--- config.mk ---
export PLATFORM = sky130hd
export DESIGN_NAME = pkt_uart_gap
export DESIGN_NICKNAME = d
export VERILOG_FILES = /design/src/rtl/pkt_pkg.sv /design/src/rtl/pkt_uart_rx.sv /design/src/rtl/pkt_ring.sv /design/src/rtl/pkt_idle_tmr.sv /design/src/rtl/pkt_uart_gap.sv
export SDC_FILE = /design/constraint.sdc
export NUM_CORES = 2
export LEC_CHECK = 0
export ABC_AREA = 1
export BUFFER_PORTS_ARGS = -buffer_cell sky130_fd_sc_hd__buf_4
export CELL_PAD_IN_SITES_DETAIL_PLACEMENT = 0
export CELL_PAD_IN_SITES_GLOBAL_PLACEMENT = 1
export CORE_ASPECT_RATIO = 1.2
export CORE_MARGIN = 2
export CORE_UTILIZATION = 35
export DETAILED_ROUTE_END_ITERATION = 10
export HOLD_SLACK_MARGIN = 0.1
export PLACE_DENSITY = 0.71
export RECOVER_POWER = 50
export SLEW_MARGIN = 10
export SYNTH_ARGS = -nofsm -noshare
export SYNTH_HDL_FRONTEND = slang
export SYNTH_SLANG_ARGS = --single-unit
--- constraint.sdc ---
create_clock -name clk_i -period 5.75 [get_ports clk_i]
set_input_delay 0.2875 -clock clk_i [delete_from_list [all_inputs] [get_ports clk_i]]
set_output_delay 0.2875 -clock clk_i [all_outputs]
set_load 0.01 [all_outputs]
--- src/rtl/pkt_pkg.sv ---
package pkt_pkg;

  typedef enum logic [2:0] {
    RX_IDLE,
    RX_START,
    RX_DATA,
    RX_STOP,
    RX_BREAK
  } rx_state_e;

  localparam int OVERSAMPLE = 16;

  function automatic int calc_tick_div(int clk_hz, int baud);
    int d;
    d = clk_hz / (baud * OVERSAMPLE);
    return (d < 1) ? 1 : d;
  endfunction

  function automatic int calc_idle_cyc(int clk_hz, int idle_us);
    int c;
    c = (clk_hz / 1_000_000) * idle_us;
    return (c < 1) ? 1 : c;
  endfunction

endpackage

--- src/rtl/pkt_uart_rx.sv ---
module pkt_uart_rx #(
  parameter int TICK_DIV = 1
) (
  input  logic       clk_i,
  input  logic       rst_ni,
  input  logic       rx_i,
  output logic [7:0] byte_o,
  output logic       vld_o,
  output logic       ferr_o
);
  import pkt_pkg::*;

  localparam int DW = $clog2(TICK_DIV + 1);

  logic [1:0]    sync_q;
  logic          rxs;
  logic [DW-1:0] div_q;
  logic          tick;
  rx_state_e     state_q;
  logic [3:0]    os_q;
  logic [2:0]    bit_q;
  logic [7:0]    sh_q;

  assign rxs    = sync_q[1];
  assign tick   = (div_q == DW'(TICK_DIV - 1));
  assign byte_o = sh_q;

  always_ff @(posedge clk_i or negedge rst_ni) begin
    if (!rst_ni) begin
      sync_q <= 2'b11;
      div_q  <= '0;
    end else begin
      sync_q <= {sync_q[0], rx_i};
      div_q  <= tick ? '0 : div_q + 1'b1;
    end
  end

  always_ff @(posedge clk_i or negedge rst_ni) begin
    if (!rst_ni) begin
      state_q <= RX_IDLE;
      os_q    <= '0;
      bit_q   <= '0;
      sh_q    <= '0;
      vld_o   <= 1'b0;
      ferr_o  <= 1'b0;
    end else begin
      vld_o  <= 1'b0;
      ferr_o <= 1'b0;
      case (state_q)
        RX_IDLE: if (tick && !rxs) begin
          state_q <= RX_START;
          os_q    <= '0;
        end
        RX_START: if (tick) begin
          if (os_q == 4'd7) begin
            // mid start bit: a short glitch is already gone
            state_q <= rxs ? RX_IDLE : RX_DATA;
            os_q    <= '0;
            bit_q   <= '0;
          end else begin
            os_q <= os_q + 1'b1;
          end
        end
        RX_DATA: if (tick) begin
          if (os_q == 4'd15) begin
            os_q <= '0;
            sh_q <= {rxs, sh_q[7:1]};
            if (bit_q == 3'd7) state_q <= RX_STOP;
            else               bit_q   <= bit_q + 1'b1;
          end else begin
            os_q <= os_q + 1'b1;
          end
        end
        RX_STOP: if (tick) begin
          if (os_q == 4'd15) begin
            os_q <= '0;
            if (rxs) begin
              vld_o   <= 1'b1;
              state_q <= RX_IDLE;
            end else begin
              ferr_o  <= 1'b1;
              state_q <= RX_BREAK;
            end
          end else begin
            os_q <= os_q + 1'b1;
          end
        end
        RX_BREAK: if (rxs) state_q <= RX_IDLE;
        default:  state_q <= RX_IDLE;
      endcase
    end
  end

endmodule

--- src/rtl/pkt_ring.sv ---
module pkt_ring #(
  parameter int DEPTH = 16,
  parameter int CW    = $clog2(DEPTH + 1)
) (
  input  logic          clk_i,
  input  logic          rst_ni,
  input  logic          push_i,
  input  logic [7:0]    din_i,
  input  logic          pop_i,
  output logic [7:0]    dout_o,
  output logic [CW-1:0] count_o
);
  localparam int AW = (DEPTH > 1) ? $clog2(DEPTH) : 1;

  logic [7:0]    mem [DEPTH];
  logic [AW-1:0] wr_q, rd_q;

  function automatic logic [AW-1:0] nxt(logic [AW-1:0] p);
    return (p == AW'(DEPTH - 1)) ? '0 : p + 1'b1;
  endfunction

  assign dout_o = mem[rd_q];

  always_ff @(posedge clk_i) begin
    if (push_i) mem[wr_q] <= din_i;
  end

  always_ff @(posedge clk_i or negedge rst_ni) begin
    if (!rst_ni) begin
      wr_q    <= '0;
      rd_q    <= '0;
      count_o <= '0;
    end else begin
      if (push_i) wr_q <= nxt(wr_q);
      if (pop_i)  rd_q <= nxt(rd_q);
      case ({push_i, pop_i})
        2'b10:   count_o <= count_o + 1'b1;
        2'b01:   count_o <= count_o - 1'b1;
        default: count_o <= count_o;
      endcase
    end
  end

endmodule

--- src/rtl/pkt_idle_tmr.sv ---
module pkt_idle_tmr #(
  parameter int LIMIT = 800_000
) (
  input  logic clk_i,
  input  logic rst_ni,
  input  logic restart_i,
  output logic quiet_o
);
  localparam int TW = $clog2(LIMIT + 1);

  logic          armed_q;
  logic [TW-1:0] cnt_q;

  assign quiet_o = !armed_q;

  always_ff @(posedge clk_i or negedge rst_ni) begin
    if (!rst_ni) begin
      armed_q <= 1'b0;
      cnt_q   <= '0;
    end else if (restart_i) begin
      armed_q <= 1'b1;
      cnt_q   <= '0;
    end else if (armed_q) begin
      if (cnt_q == TW'(LIMIT - 1)) armed_q <= 1'b0;
      else                         cnt_q   <= cnt_q + 1'b1;
    end
  end

endmodule

--- src/rtl/pkt_uart_gap.sv ---
module pkt_uart_gap #(
  parameter int CLK_FREQ_HZ = 50_000_000,
  parameter int BAUD        = 9600,
  parameter int IDLE_US     = 16_000,
  parameter int FIFO_DEPTH  = 16,
  parameter int BUF_DEPTH   = 256
) (
  input  logic       clk_i,
  input  logic       rst_ni,
  input  logic       rx_i,
  output logic [7:0] m_data_o,
  output logic       m_valid_o,
  output logic       m_last_o,
  input  logic       m_ready_i,
  output logic       busy_o,
  output logic       frame_err_o,
  output logic       overflow_o
);
  import pkt_pkg::*;

  localparam int TICK_DIV = calc_tick_div(CLK_FREQ_HZ, BAUD);
  localparam int IDLE_CYC = calc_idle_cyc(CLK_FREQ_HZ, IDLE_US);
  localparam int FCW      = $clog2(FIFO_DEPTH + 1);
  localparam int BCW      = $clog2(BUF_DEPTH + 1);

  logic [7:0]     rx_byte;
  logic           rx_vld, rx_ferr;
  logic [7:0]     fifo_dout;
  logic [FCW-1:0] fifo_cnt;
  logic [BCW-1:0] buf_cnt;
  logic           fifo_full, fifo_empty, buf_full;
  logic           fifo_push, xfer, buf_pop;
  logic           quiet;
  logic           drain_q;
  logic [BCW-1:0] remain_q;
  logic           start;

  pkt_uart_rx #(.TICK_DIV(TICK_DIV)) u_rx (
    .clk_i  (clk_i),
    .rst_ni (rst_ni),
    .rx_i   (rx_i),
    .byte_o (rx_byte),
    .vld_o  (rx_vld),
    .ferr_o (rx_ferr)
  );

  assign fifo_full  = (fifo_cnt == FCW'(FIFO_DEPTH));
  assign fifo_empty = (fifo_cnt == '0);
  assign buf_full   = (buf_cnt == BCW'(BUF_DEPTH));
  assign fifo_push  = rx_vld && !fifo_full;
  assign xfer       = !fifo_empty && !buf_full;

  pkt_ring #(.DEPTH(FIFO_DEPTH), .CW(FCW)) u_fifo (
    .clk_i   (clk_i),
    .rst_ni  (rst_ni),
    .push_i  (fifo_push),
    .din_i   (rx_byte),
    .pop_i   (xfer),
    .dout_o  (fifo_dout),
    .count_o (fifo_cnt)
  );

  pkt_ring #(.DEPTH(BUF_DEPTH), .CW(BCW)) u_buf (
    .clk_i   (clk_i),
    .rst_ni  (rst_ni),
    .push_i  (xfer),
    .din_i   (fifo_dout),
    .pop_i   (buf_pop),
    .dout_o  (m_data_o),
    .count_o (buf_cnt)
  );

  pkt_idle_tmr #(.LIMIT(IDLE_CYC)) u_tmr (
    .clk_i     (clk_i),
    .rst_ni    (rst_ni),
    .restart_i (rx_vld),
    .quiet_o   (quiet)
  );

  // packet length is frozen at release; later bytes wait for the next gap
  assign start     = !drain_q && quiet && (buf_cnt != '0);
  assign m_valid_o = drain_q;
  assign m_last_o  = drain_q && (remain_q == BCW'(1));
  assign buf_pop   = drain_q && m_ready_i;
  assign busy_o    = drain_q;

  always_ff @(posedge clk_i or negedge rst_ni) begin
    if (!rst_ni) begin
      drain_q  <= 1'b0;
      remain_q <= '0;
    end else if (start) begin
      drain_q  <= 1'b1;
      remain_q <= buf_cnt;
    end else if (buf_pop) begin
      remain_q <= remain_q - 1'b1;
      if (remain_q == BCW'(1)) drain_q <= 1'b0;
    end
  end

  always_ff @(posedge clk_i or negedge rst_ni) begin
    if (!rst_ni) begin
      frame_err_o <= 1'b0;
      overflow_o  <= 1'b0;
    end else begin
      if (rx_ferr)              frame_err_o <= 1'b1;
      if (rx_vld && fifo_full)  overflow_o  <= 1'b1;
    end
  end

endmodule

== After elaboration in Yosys (flattened, before gate mapping) ==
Memory sizes are Yosys's and may differ from the RTL's.
Cells that the tools add are included.
Widths: inputs -> output; s select.

* Bits in read-only memories: 0
* Memories: 2
* Output and inout bits: 13
* Bits in latches: 0
* Bits of input ports: 4
* Register bits after elaboration: 102
* RAM bits: 2176

{| class="wikitable"
|+ Memories
! name !! words !! width !! rd ports !! clocked after memory_dff !! wr ports !! RTL line !! RTL
|-
| u_buf.mem || 256 || 8 || 1 || 0 || 1 || pkt_ring.sv:15 || <nowiki>logic [7:0] mem [DEPTH];</nowiki>
|-
| u_fifo.mem || 16 || 8 || 1 || 0 || 1 || pkt_ring.sv:15 ||
|}

* Add/sub/neg operators: 13
* Equal/unequal tests: 32
* Multiplexer cells: 54
* Shift operators: 0
* Bitwise logic cells: 0
* Reductions and logical operators: 31
* Order comparisons: 0
* Div/mod/pow operators: 0
* Multiply operators: 0

{| class="wikitable"
|+ Operators by type and width
! cell !! number
|-
| $mux 20 || 3
|-
| $mux 3 || 15
|-
| $mux 4 || 7
|-
| $mux 9 || 3
|-
| $add 20x1->20 const B || 1
|-
| $eq 20x20->1 const B || 1
|-
| $ne 2x1->1 const B || 10
|-
| $add 9x1->9 const B || 2
|-
| $eq 9x9->1 const B || 2
|-
| $mux 1 || 18
|-
| $pmux 9 s2 || 1
|-
| $sub 9x1->9 const B || 2
|-
| $add 8x1->8 const B || 2
|-
| $eq 8x8->1 const B || 2
|-
| $mux 8 || 2
|-
| $pmux 3 s5 || 1
|-
| $add 4x1->4 const B || 3
|-
| $eq 4x4->1 const B || 3
|-
| $pmux 4 s3 || 1
|-
| $reduce_bool 2->1 || 6
|-
| $pmux 5 s2 || 1
|-
| $eq 9x1->1 const B || 1
|-
| $reduce_and 9->1 || 1
|-
| $reduce_bool 9->1 || 1
|-
| 23 further kinds || 41
|}

== Depth between registers and ports, before layout ==
* Word-level depth: 5
* Mapped depth: 21
* Mapped depth without buffers: 19

== By module ==
Synthesis repeated with hierarchy kept, for this count alone.

* Cell total of the unflattened synthesis: 9288
* Area, all modules: 97861.4 sq um

{| class="wikitable"
|+ Modules (own cells, without submodules)
! module !! instances !! cells an instance !! area an instance (sq um) !! seq. area each (sq um)
|-
| pkt_ring (u_buf) || 1 || 8254 || 88008.2 || 62124.6
|-
| pkt_ring (u_fifo) || 1 || 524 || 5998.3 || 4169.0
|-
| pkt_uart_rx || 1 || 179 || 1557.7 || 778.2
|-
| pkt_idle_tmr || 1 || 213 || 1426.4 || 525.5
|-
| pkt_uart_gap || 1 || 118 || 870.8 || 300.3
|}

== Worst setup path before layout ==
OpenSTA, ideal clock, no wires.

* Kind: reg2reg
* From: register u_fifo.rd_q[0]
* To: memory u_buf.mem[0][3] (data pin)
* Arrival: 4255 ps
* Path slack: -21 ps
* Library setup time: 1516 ps
* Cell stages (with the launch flop): 8
* Clock period less this slack: 5771 ps
* Path through: dfrtp_1 inv_1 clkbuf_1 clkbuf_1 nor2_1 o22ai_1 o211ai_1 nand3_1

* Word-level cells in the longest chain between the ends: 1

{| class="wikitable"
|+ RTL lines
! element !! RTL line !! RTL
|-
| start: declaration || pkt_ring.sv:16 || <nowiki>logic [AW-1:0] wr_q, rd_q;</nowiki>
|-
| start signal: assignment || pkt_ring.sv:35 || <nowiki>if (pop_i) rd_q <= nxt(rd_q);</nowiki>
|-
| $mem_v2 16x8 || -- ||
|-
| named net fifo_dout[3] || pkt_uart_gap.sv:28 || <nowiki>logic [7:0] fifo_dout;</nowiki>
|-
| end: declaration || pkt_ring.sv:15 ||
|}

The timed path passes the listed nets, and every way through them passes these cells.

== Final worst setup path ==
* From: register u_fifo.rd_q[1]
* To: memory u_buf.mem[167][4] (data pin)

Same word-level chain as after synthesis.

==> impl_metrics.csv <==
group,metric,value,unit
power_and_ir_drop,p_leak,35.0,nW
die,dieArea,280000,um2
route,vias,63627,
worst_setup_path,crit_chain,"buf_4, inv_1, o21ai_0, o22ai_1, o211ai_1, nand3_1, buf_2",
clock_network,clk_pin_slew,0.06,ns
finish,nFillCells,26259,
synth,ys_seq_area_share,70.4,%
timing,hold_viol_final,0,
timing,period_share,90.8,%
worst_hold_path,min_to,"u_rx.sync_q[1]",
worst_setup_path,reg2regPathDepth,7,
worst_setup_path,r2r_start,"u_fifo.rd_q[1]",
placed_design,gp_congestion,0.845,
clock_network,cts-root-buf,"clkbuf_16",
placed_design,io_buffers,16,
worst_setup_path,regToRegEndpoint,"u_buf.mem[167][4]",
synth,synth_area,96400,um2
die,io_pins,17,
worst_hold_path,min_path_type,"reg -> reg",
route,drtPass1Iterations,6,
timing,fin_hold_ws,0.359,ns
timing,max_slew_margin,-108,%
timing,fin_crit,5.22,ns
route,via_per_inst,5.02,
worst_setup_path,slowest_delay,1.53,ns
finish,stdcell_area,108000,um2
worst_hold_path,hold_depth,0,
global_routing,grt_pass1_wl,397000,um
clock_network,cts_tree,"done",
timing,clock.fmax,0.192,GHz
route,finalWirelength,267000,um
power_and_ir_drop,clkPwrFrac,30.5,%
power_and_ir_drop,peakVddDrop,0.430,mV
timing,finClkSkew,0.0576,ns
power_and_ir_drop,switching_share,36.8,%
route,routedWlPerCell,21.0,um
placed_design,hpwl,154000,um
synth,avgSynthCellArea,10.7,um2
timing,tightest_slew,3.12,ns
power_and_ir_drop,power.density,446,nW/um2
worst_setup_path,path_buf_inv,3,
timing,fin_setup_tns,0,ns
power_and_ir_drop,p_switching,17.7,mW
synth,netlist_instances,8989,
placed_design,dpl_cell_area,101000,um2
global_routing,grt.total_usage,18.6,%
die,die_w,483,um
worst_setup_path,required,6.13,ns
power_and_ir_drop,p_seq_share,38.1,%
power_and_ir_drop,p_int,30.3,mW
clock_network,cts_max_level,4,
run,maxCapViolations,20,
clock_network,cts.sinks,2278,
synth,synth_nets,9020,
finish,drive_above_1_share,5.40,%
route,drc,0,
status,outcome,"complete, but fails checks",
die,die_y,579,um
worst_setup_path,r2r_slack,0.53,ns
synth,synthArstFlopShare,4.48,%
worst_setup_path,cp.depth,7,
worst_setup_path,slowest_stage,"buf_2",
worst_setup_path,critPathArrivalTime,5.60,ns
finish,areaGrowthSynthToFinish,11.5,%
synth,synth_edf_count,2176,
synth,yosysUniqueCellTypes,45,
die,initial_utilization,35.1,%
route,drt_iter0_markers,5900,
route,postRouteAntennaNets,0,
timing,slew_violations,742,
worst_setup_path,crit_family,"buffers and inverters",
timing,rsz0062_at_grt,"false",
global_routing,grt_pass1_vias,61837,
synth,yosys_warnings,0,
status,violations,"max-capacitance violations, max-slew violations",
worst_setup_path,startpoint_type,"flop",
clock_network,clk_latency,0.89,ns
clock_network,cts_buffers,225,
worst_setup_path,crit_type,"reg -> reg",
global_routing,grt_max_degree,160,
worst_hold_path,hold_start,"u_rx.sync_q[0]",
die,core,275000,um2
global_routing,antenna_found_initial,6,
clock_network,cts_resized,0,
finish,nets,8908,
timing,finalSetupViolCount,0,
worst_setup_path,path_max_fanout,80,
power_and_ir_drop,pwr-share-comb,31.4,%
die,rows,211,
synth,synthFlopType,"edfxtp_1",
clock_network,clockBufferDepth,4,
worst_setup_path,critPathCaptureType,"flop",
synth,ys_ff_latch,2278,
global_routing,grt.overflow.total,0,
[layout make-up]
class / instances / area, um2 / area share (%)
multi-input combinational: 5499 / 23700 / 22.0
tap: 3621 / 4530 / 4.21
inverter: 720 / 2730 / 2.53
sequential: 2278 / 67900 / 63.1
clock buffer: 274 / 6010 / 5.59
antenna: 2 / 5.00 / 0.00465
timing repair buffer: 153 / 1550 / 1.44
clock inverter: 138 / 1160 / 1.08
[worst max path at each step]
stage	slack, ns	to	startpoint
final	0.53	u_buf.mem[167][4]	u_fifo.rd_q[1]
after global routing	0.24	u_buf.mem[82][0]	u_fifo.rd_q[1]
after CTS	0.50	m_data_o[6]	u_buf.rd_q[0]
after detailed placement	1.44	m_data_o[6]	u_buf.rd_q[0]
after global placement	1.46	m_data_o[6]	u_buf.rd_q[0]
after floorplan	0.002	u_buf.mem[0][0]	u_fifo.rd_q[2]
[logic make-up (layout without fill, tap and decap cells)]
kind of cell             count (synthesis)  after routing  share of synthesized area, %
multiplexers                             1              1                        0.0117
AND/OR/NAND/NOR                       4565           4565                          19.0
flip-flops                            2278           2278                          70.4
adder cells (fa/ha/maj)                 27             27                         0.358
buffers and inverters                 1212           1285                          5.11
other                                    0              2                             0
AO/OA/AOI/OAI                          873            873                          4.82
XOR/XNOR                                33             33                         0.300
[worst reg2reg max path, cell delays in order, from the launching register on]
cell      delay [ns]
dfrtp_1         0.36
buf_4           0.25
inv_1           0.88
o21ai_0         0.22
o22ai_1         0.28
o211ai_1        0.18
nand3_1         0.94
buf_2           1.55
[Yosys cell counts (2+ instances only)]
cell | count | area [um2]
nand2_1 | 2357 | 8850
edfxtp_1 | 2176 | 65300
nor2_1 | 1339 | 5030
nand3_1 | 768 | 3840
inv_1 | 704 | 2640
o21ai_0 | 558 | 2790
buf_2 | 212 | 1060
clkbuf_1 | 208 | 781
a21oi_1 | 110 | 551
dfrtp_1 | 100 | 2500
o21ai_1 | 83 | 415
o211ai_1 | 61 | 458
buf_1 | 46 | 173
o22ai_1 | 31 | 194
xor2_1 | 27 | 236
ha_1 | 26 | 325
nand4_1 | 26 | 163
nor3_1 | 26 | 130
or2_2 | 25 | 156
buf_4 | 23 | 173
o221ai_1 | 14 | 123
clkinv_1 | 12 | 45.0
nor4_1 | 11 | 68.8
xnor2_1 | 6 | 52.6
a31oi_1 | 5 | 31.3
inv_2 | 4 | 15.0
and3_1 | 3 | 18.8
buf_6 | 3 | 33.8
nor2_2 | 3 | 18.8
o31ai_1 | 3 | 22.5
a22oi_1 | 2 | 15.0
dfstp_2 | 2 | 52.6
nand2_2 | 2 | 12.5
o311ai_0 | 2 | 17.5
[power groups by stage]
stage,clock (mW),combinational (mW),sequential [mW]
2_1_floorplan,0,9.77,18.4
3_3_place_gp,0,15.1,18.6
3_5_place_dp,0,15.0,18.6
4_1_cts,14.8,15.1,18.3
5_1_grt,15.5,16.5,18.3
6_report,14.6,15.1,18.3
[per-stage QoR]
step	worst slack (ns)	power, mW	util [%]	cells
2_1_floorplan	0.00156	28.2	-	8989
3_3_place_gp	1.46	33.7	36.6	12265
3_5_place_dp	1.44	33.7	36.6	12265
4_1_cts	0.496	48.2	39.2	12683
5_1_grt	0.236	50.3	39.1	12684
6_report	0.530	47.9	39.1	12685
[cells in the final DEF (no fill, tap or decap), types with 6 or more instances in the layout]
| cell | count |
|---|---|
| a21oi_1 | 110 |
| o221ai_1 | 14 |
| clkinv_1 | 71 |
| nor4_1 | 11 |
| xor2_1 | 27 |
| nand3_1 | 764 |
| clkbuf_8 | 7 |
| clkbuf_16 | 231 |
| inv_1 | 701 |
| nand2_1 | 2359 |
| nand4_1 | 26 |
| nor2_1 | 1338 |
| bufinv_16 | 19 |
| or2_2 | 25 |
| ha_1 | 26 |
| o22ai_1 | 31 |
| nor3_1 | 26 |
| clkinv_2 | 45 |
| buf_4 | 77 |
| xnor2_1 | 6 |
| o21ai_1 | 83 |
| buf_12 | 39 |
| clkbuf_1 | 59 |
| dfrtp_1 | 96 |
| o211ai_1 | 61 |
| o21ai_0 | 558 |
| edfxtp_1 | 2176 |
[repair_timing]
item | CTS | global route
setup endpoints to repair | 0 | 0
hold buffers | 6 | 0
hold endpoints to repair | 68 | 0
buffers inserted | 0 | 0
[flip-flops by register name, indices dropped and copies added, names as in the netlist, 2 cells and up]
name / flops
u_buf.mem: 2048
u_rx.byte_o: 8
u_fifo.mem: 128
u_tmr.cnt_q: 20
u_buf.count_o: 9
u_buf.rd_q: 8
remain_q: 9
u_rx.div_q: 9
u_rx.os_q: 4
u_rx.state_q: 3
u_fifo.count_o: 5
u_rx.sync_q: 2
u_fifo.wr_q: 4
u_fifo.rd_q: 4
u_rx.bit_q: 3
u_buf.wr_q: 8
[metal layers]
metal | wire, um | vias up | GRT usage (%)
li1 | - | 29975 | -
met3 | 15400 | 429 | 2.30
met5 | 17 | - | 0
met2 | 130000 | 1946 | 31.8
met4 | 10900 | 2 | 7.34
met1 | 110000 | 31275 | 23.9
(Power assumes the default switching activity.)
